## src/rtl/pio8_pkg.sv

```systemverilog
package pio8_pkg;
  localparam int unsigned ADDR_W = 3;
  localparam logic [ADDR_W-1:0] A_DIR  = 3'd0;
  localparam logic [ADDR_W-1:0] A_DATA = 3'd1;
  localparam logic [ADDR_W-1:0] A_PULL = 3'd2;
  localparam logic [ADDR_W-1:0] A_CFG  = 3'd3;
  localparam logic [ADDR_W-1:0] A_EDGE = 3'd4;
endpackage

```

## src/rtl/pio8_sync.sv

```systemverilog
module pio8_sync #(
  parameter int unsigned W      = 8,
  parameter int unsigned STAGES = 2
) (
  input  logic         clk,
  input  logic         rst_n,
  input  logic [W-1:0] d,
  output logic [W-1:0] q
);
  logic [W-1:0] stage_q [STAGES];

  for (genvar s = 0; s < STAGES; s++) begin : g_stage
    logic [W-1:0] stage_d;
    if (s == 0) begin : g_first
      assign stage_d = d;
    end else begin : g_next
      assign stage_d = stage_q[s-1];
    end
    always_ff @(posedge clk or negedge rst_n) begin
      if (!rst_n) stage_q[s] <= '0;
      else        stage_q[s] <= stage_d;
    end
  end

  assign q = stage_q[STAGES-1];
endmodule

```

## src/rtl/pio8_regs.sv

```systemverilog
module pio8_regs
  import pio8_pkg::*;
#(
  parameter int unsigned N = 8,
  localparam int unsigned DW = 2 * N
) (
  input  logic              clk,
  input  logic              rst_n,
  input  logic              wr,
  input  logic [ADDR_W-1:0] addr,
  input  logic [DW-1:0]     wdata,
  input  logic [N-1:0]      pin_sync,
  input  logic [N-1:0]      cond,
  input  logic [N-1:0]      evt,
  output logic [N-1:0]      dir_q,
  output logic [N-1:0]      dout_q,
  output logic [N-1:0]      pull_q,
  output logic [N-1:0]      pol_q,
  output logic [N-1:0]      ien_q,
  output logic [N-1:0]      edge_q,
  output logic [N-1:0]      clr,
  output logic [DW-1:0]     rdata
);
  logic [N-1:0] dir_n, dout_n, pull_n, pol_n, ien_n, edge_n;
  logic [N-1:0] data_rd;

  always_comb begin
    dir_n  = dir_q;
    dout_n = dout_q;
    pull_n = pull_q;
    pol_n  = pol_q;
    ien_n  = ien_q;
    edge_n = edge_q;
    if (wr) begin
      case (addr)
        A_DIR:  dir_n  = wdata[N-1:0];
        A_DATA: dout_n = wdata[N-1:0];
        A_PULL: pull_n = wdata[N-1:0];
        A_CFG:  begin
          pol_n = wdata[DW-1:N];
          ien_n = wdata[N-1:0];
        end
        A_EDGE: edge_n = wdata[N-1:0];
        default: ;
      endcase
    end
  end

  always_ff @(posedge clk or negedge rst_n) begin
    if (!rst_n) begin
      dir_q  <= '0;
      dout_q <= '0;
      pull_q <= '1;
      pol_q  <= '0;
      ien_q  <= '0;
      edge_q <= '0;
    end else begin
      dir_q  <= dir_n;
      dout_q <= dout_n;
      pull_q <= pull_n;
      pol_q  <= pol_n;
      ien_q  <= ien_n;
      edge_q <= edge_n;
    end
  end

  assign clr = (wr && addr == A_DATA) ? wdata[N-1:0] : '0;

  assign data_rd = (dir_q & pin_sync)
                 | (~dir_q & edge_q & evt)
                 | (~dir_q & ~edge_q & cond);

  always_comb begin
    case (addr)
      A_DIR:   rdata = {{N{1'b0}}, dir_q};
      A_DATA:  rdata = {{N{1'b0}}, data_rd};
      A_PULL:  rdata = {{N{1'b0}}, pull_q};
      A_CFG:   rdata = {pol_q, ien_q};
      A_EDGE:  rdata = {{N{1'b0}}, edge_q};
      default: rdata = '0;
    endcase
  end
endmodule

```

## src/rtl/pio8_evt.sv

```systemverilog
module pio8_evt #(
  parameter int unsigned N = 8
) (
  input  logic         clk,
  input  logic         rst_n,
  input  logic [N-1:0] cond,
  input  logic [N-1:0] dir,
  input  logic [N-1:0] edge_en,
  input  logic [N-1:0] ien,
  input  logic [N-1:0] clr,
  output logic [N-1:0] evt_q,
  output logic         irq
);
  logic [N-1:0] prev_q, evt_n, rise, lvl;

  assign rise  = cond & ~prev_q;
  assign evt_n = ((evt_q & ~clr) | rise) & edge_en & ~dir;
  assign lvl   = cond & ~edge_en & ~dir;

  always_ff @(posedge clk or negedge rst_n) begin
    if (!rst_n) begin
      prev_q <= '0;
      evt_q  <= '0;
    end else begin
      prev_q <= cond;
      evt_q  <= evt_n;
    end
  end

  assign irq = |(ien & (evt_q | lvl));
endmodule

```

## src/rtl/pio8_port.sv

```systemverilog
module pio8_port
  import pio8_pkg::*;
#(
  parameter int unsigned N = 8,
  localparam int unsigned DW = 2 * N
) (
  input  logic              clk,
  input  logic              rst_n,
  input  logic              bus_wr,
  input  logic [ADDR_W-1:0] bus_addr,
  input  logic [DW-1:0]     bus_wdata,
  output logic [DW-1:0]     bus_rdata,
  input  logic [N-1:0]      pin_in,
  output logic [N-1:0]      pin_out,
  output logic [N-1:0]      pin_oe,
  output logic [N-1:0]      pin_pu,
  output logic              irq
);
  logic [1:0]   rst_pipe_q;
  logic         rst_n_sync;
  logic [N-1:0] pin_sync, cond;
  logic [N-1:0] dir_q, dout_q, pull_q, pol_q, ien_q, edge_q, clr, evt_q;

  always_ff @(posedge clk or negedge rst_n) begin
    if (!rst_n) rst_pipe_q <= 2'b00;
    else        rst_pipe_q <= {rst_pipe_q[0], 1'b1};
  end
  assign rst_n_sync = rst_pipe_q[1];

  pio8_sync #(.W(N), .STAGES(2)) u_sync (
    .clk(clk), .rst_n(rst_n_sync), .d(pin_in), .q(pin_sync)
  );

  assign cond = pin_sync ^ pol_q;

  pio8_regs #(.N(N)) u_regs (
    .clk(clk), .rst_n(rst_n_sync), .wr(bus_wr), .addr(bus_addr),
    .wdata(bus_wdata), .pin_sync(pin_sync), .cond(cond), .evt(evt_q),
    .dir_q(dir_q), .dout_q(dout_q), .pull_q(pull_q), .pol_q(pol_q),
    .ien_q(ien_q), .edge_q(edge_q), .clr(clr), .rdata(bus_rdata)
  );

  pio8_evt #(.N(N)) u_evt (
    .clk(clk), .rst_n(rst_n_sync), .cond(cond), .dir(dir_q),
    .edge_en(edge_q), .ien(ien_q), .clr(clr), .evt_q(evt_q), .irq(irq)
  );

  assign pin_out = dout_q;
  assign pin_oe  = dir_q;
  assign pin_pu  = pull_q;
endmodule

```

## config.mk

```make
export PLATFORM = sky130hd
export DESIGN_NAME = pio8_port
export DESIGN_NICKNAME = d
export VERILOG_FILES = /design/src/rtl/pio8_pkg.sv /design/src/rtl/pio8_sync.sv /design/src/rtl/pio8_regs.sv /design/src/rtl/pio8_evt.sv /design/src/rtl/pio8_port.sv
export SDC_FILE = /design/constraint.sdc
export NUM_CORES = 1
export LEC_CHECK = 0
export CORE_MARGIN = 8
export CORE_UTILIZATION = 56
export DETAILED_ROUTE_END_ITERATION = 8
export PLACE_DENSITY = 0.94
export REMOVE_ABC_BUFFERS = 1
export SYNTH_ARGS = -nofsm -noshare
export SYNTH_HDL_FRONTEND = slang
export SYNTH_HIERARCHICAL = 1
export SYNTH_SLANG_ARGS = --single-unit
export TNS_END_PERCENT = 5
```

## constraint.sdc

```tcl
create_clock -name clk -period 4 [get_ports clk]
set_input_delay 0.6 -clock clk [delete_from_list [all_inputs] [get_ports clk]]
set_output_delay 0.6 -clock clk [all_outputs]
set_load 0.01 [all_outputs]
```

======== After elaboration in Yosys (flattened, before gate mapping) ========
Index checks and enable logic that the tools add are counted.
cells by class
  $add $sub $neg .......................... 0
  multipliers ............................. 0
  div/mod/pow operators ................... 0
  magnitude comparators ................... 0
  equal/unequal tests ..................... 4
  shift-type cells ........................ 0
  mux-type cells .......................... 2
  bitwise operators ....................... 21
  reduce and logical (&&, ||, !) cells .... 8
operators by type and width
  kind                count
  $and 8x8->8         12
  $pmux 16 s5         1
  $not 8->8           4
  $or 8x8->8          4
  $reduce_and 2->1    5
  $mux 8              1
  $reduce_or 8->1     1
  $xor 8x8->8         1
  $eq 3x2->1 const B  2
  $eq 3x1->1 const B  1
  $eq 3x3->1 const B  1
  $logic_not 3->1     1
  $logic_and 1x1->1   1
storage, ports and cells
  flip-flop bits (word level) ............. 82
  bits in latches ......................... 0
  RAM bits ................................ 0
  memory bits (read-only) ................. 0
  output and inout bits ................... 41
  word-level logic and storage cells ...... 46
  memories kept ........................... 0

======== Longest topological paths before layout ========
  depth after elaboration ................. 8
  gate-level depth with buffers ........... 9
  gate-level depth less buffers ........... 6

======== By module ========
The synthesis kept the hierarchy.
by module, submodules not included
  module     times used  cells each  area each (um2)
  pio8_regs  1           191         2551.2
  pio8_evt   1           65          721.9
  pio8_sync  1           16          400.4
  pio8_port  1           11          123.9

======== Least setup slack after synthesis ========
Ideal clock, no wire load.
  path kind ............................... input to output
  from .................................... in bus_addr[2]
  to ...................................... out bus_rdata[0]
  data arrival time ....................... 1.543 ns
  path slack .............................. 1.857 ns
  stages .................................. 5
  cells stage by stage .................... buf_2 buf_2 mux2_2 nand2_1 o221ai_1
between the ends
  longest elaborated chain between the ends .. 2
  elaborated cells on any way between the ends .. 6
  classes of those cells .................. eq/ne: 4; mux: 1; reduce/logical: 1
ends and longest elaborated chain
  what                                line             text
  start, declared                     pio8_port.sv:10  input logic [ADDR_W-1:0] bus_addr,
  $eq 3x3->1 (tied with other cells)  pio8_regs.sv:74  case (addr)
  $pmux 16 s5 *                       pio8_regs.sv:74
  end, declared                       pio8_port.sv:12  output logic [DW-1:0] bus_rdata,
Mark *: on every way between the ends. The rest lies on a longest branch, timed or not.

======== Final worst setup path ========
  from .................................... in bus_addr[1]
  to ...................................... out bus_rdata[2]
The elaborated chain is that of the path after synthesis.

==> run_results.csv <==
group,metric,value,unit
outcome,status,"finished, final reports clean",
die,placement_rows,30,
die,die_h,98.35,µm
sta,fin_crit_sh,0.8351,
cts,cts_sinks,82,
sta,relSlewSlack,0.3188,
cts,cts-root-buf,"clkbuf_8",
cts,cts_inserted_buffers,9,
critical_path,r2r_setup_slack,2.82,ns
power_and_ir_drop,pwr_density_cell,507.9,nW/µm²
synth,synth_compound_area_frac,0.06260,
synth,yosysUniqueCellTypes,35,
placement,place_hpwl,6338,µm
final_layout,nets,388,
final_layout,drive_gt1_frac,0.2727,
final_layout,finish.utilization,0.7154,
critical_path,crit_top_cell,"clkdlybuf4s50_1",
worst_hold_path,hp-start,"u_sync/g_stage[1].stage_d[2]",
global_route,grt_overflow,0,
synth,synthArstFlopShare,1.000,
drt,wire_per_inst,21.44,µm
sta,drv_slew,0,
critical_path,r2r_start,"u_regs/pol_q[2]",
sta,setup_tns,0,ns
placement,gp_congestion,0.8484,
sta,fmax,299.4,MHz
cts,cts_tree,"yes",
global_route,grt_max_degree,81,
sta,hold_viol,0,
synth,syn_avg_cell_area,13.42,µm²
drt,drt-pass1-iter-count,4,
worst_hold_path,hold_class,"reg -> reg",
critical_path,ff2ff_path_depth,3,
global_route,grtUsageMet1,0.2420,
synth,synth.area.mux_share,0.2178,
cts,clk_pin_slew_worst_paths,0.08,ns
global_route,track_usage,0.2025,
global_route,grt_pass1_wl,15300,µm
cts,clk-insertion-delay-late,0.35,ns
synth,yosysWarnings,6,
drt,ant_nets,0,
synth,synth_edf_count,0,
die,io_pins,71,
die,fp.dieW,98.35,µm
final_layout,diodes,0,
critical_path,cp.required,3.40,ns
synth,synthAdderAreaFrac,0,
synth,synth-simple-area-share,0.1209,
synth,yosysMostFrequentCell,"dfrtp_1",
cts,post_cts_buffers,0,
critical_path,critPathMaxStageDelay,0.77,ns
synth,ys.flop_type,"dfrtp_1",
synth,ys_ff_latch,82,
final_layout,final_cell_area,4780,µm²
sta,fin_crit,3.340,ns
sta,rsz0062_at_grt,"no",
sta,worst_hold_slack,0.3508,ns
sta,finalClockSkew,0.009136,ns
global_route,met2_usage,0.3281,
die,die_area,9672,µm²
drt,vias_per_cell,5.968,
synth,synth_xor_xnor_area_share,0.01845,
synth,synthTopCellsByArea,"dfrtp_1 (49%), mux2_2 (16%), dfstp_2 (5.5%), mux2_4 (4.0%), mux2i_1 (2.1%)",
sta,tightestPinTransition,1.022,ns
cts,cts_buffer_depth,2,
power_and_ir_drop,vdd_drop_max,0.3209,mV
critical_path,reg2reg_to,"u_evt/evt_q[2]",
drt,drc,0,
placement,dpl_cell_area,4562,µm²
synth,syn_area,3797,µm²
synth,synth_top_area_cell,"dfrtp_1",
synth,yosysSeqAreaShare,0.5430,
synth,synth_top_family_by_area,"multiplexers",
synth,synth_cells,283,
global_route,antenna_found_initial,0,
critical_path,startpoint_type,"input pin",
critical_path,critPathKind,"in -> out",
global_route,grtUsageMet3,0.04979,
critical_path,cp_max_fo,10,
worst_hold_path,hold_depth,0,
cts,hold_buffers,0,
critical_path,path_cells,"clkdlybuf4s50_1 > and2b_1 > nand3_1 > o211ai_1 > clkdlybuf4s50_1",
power_and_ir_drop,total_power,2427,µW
power_and_ir_drop,power.leakage,0.002057,µW
drt,drt_iter0_drc,198,
cts,cts_max_level,3,
global_route,grt_pass1_vias,2947,
critical_path,arrival,2.74,ns
final_layout,fillCellCount,438,
worst_hold_path,min_to,"u_sync/q[2]",
job,max_cap_violations,0,
drt,drt_wl_total,9500,µm
placement,port_buffers,70,
global_route,busiest_layer,"met2",
die,coreArea,6681,µm²
critical_path,cp_slowest_cell,"clkdlybuf4s50_1",
die,initial_core_util,0.5684,
sta,setup_viol,0,
cts,cts.repair.resized,0,
synth,synth_common_cells,"dfrtp_1 (74), mux2_2 (53), inv_1 (16)",
final_layout,synthToLayoutAreaGrowth,25.86,%
critical_path,endpoint_kind,"primary output",
synth,synth_top_area_frac,0.4876,
drt,vias,2644,
-- how the worst max path moves through the flow --
stage                        from        endpoint  slack (ns)  cells after the start
finish                bus_addr[1]    bus_rdata[2]        0.66                      5
global route          bus_addr[2]    bus_rdata[2]        0.60                      5
CTS                   bus_addr[1]    bus_rdata[2]        0.69                      5
detailed placement    bus_addr[1]    bus_rdata[2]        0.72                      5
global placement      bus_addr[1]   bus_rdata[14]        0.79                      4
floorplan           rst_pipe_q[1]  u_evt/evt_q[0]        1.56                      0
-- power by group --
| part | internal [µW] | switching (µW) |
|---|---|---|
| registers | 992 | 159 |
| clock network | 364 | 289 |
| logic | 379 | 245 |
| total | 1730 | 693 |
-- metal layers --
layer  up-vias  share of wire
met2       129           0.49
met3        16          0.090
met5         -              0
met4         0          0.017
met1      1325           0.41
li1       1174              -
-- registers in the layout (all words and copies together), names as in the netlist --
signal and cells:
u_evt/evt_q 8, u_regs/dir_q 8, u_regs/ien_q 8, u_sync/q 8, u_regs/pull_q 8, rst_pipe_q 2, u_sync/g_stage.stage_d 8, u_evt/prev_q 8
u_regs/edge_q 8, u_regs/dout_q 8, u_regs/pol_q 8
-- cells in the final DEF (no fill, tap or decap), types with 2 or more instances in the layout --
| cell | n |
|---|---|
| nor3b_1 | 8 |
| and2_1 | 8 |
| clkdlybuf4s50_1 | 70 |
| and3_1 | 10 |
| xor2_1 | 8 |
| dfrtp_1 | 73 |
| nor4_1 | 2 |
| inv_1 | 16 |
| nor2_1 | 2 |
| mux2i_1 | 8 |
| buf_4 | 5 |
| dfstp_2 | 8 |
| nand3_1 | 2 |
| o211ai_1 | 8 |
| mux2_4 | 10 |
| nand2_1 | 9 |
| nor4bb_1 | 7 |
| bufinv_16 | 2 |
| nand2b_1 | 9 |
| clkinv_2 | 4 |
| o221ai_1 | 7 |
| a22oi_1 | 10 |
| mux2_2 | 53 |
| clkbuf_8 | 10 |
-- critical path: cells and delay by family --
family	cells	cell delay [ns]
buf+inv	2	1.34
simple gates	2	0.67
compound gates	1	0.12
-- per-stage QoR --
step	std cells	worst slack (ns)
floorplan	272	1.561
global placement	427	0.7881
detailed placement	427	0.7153
CTS	443	0.6889
global route	443	0.6030
finish	443	0.6597
-- area by class of cell --
type,instances,area [µm²],area share
timing repair buffer,75,738.2,0.1545
tap,80,100.1,0.02094
clock buffer,10,137.6,0.02880
inverter,16,60.06,0.01257
clock inverter,6,80.08,0.01675
multi-input combinational,174,1598,0.3343
sequential,82,2066,0.4322
-- cell families (layout without fill, tap and decap cells) --
logic type	count (synthesis)	after routing
compound gates	29	29
xor+xnor	8	8
buf+inv	27	107
flops	82	82
mux	71	71
other cells	1	1
simple gates	65	65
Power figures use the tool's default switching activity.
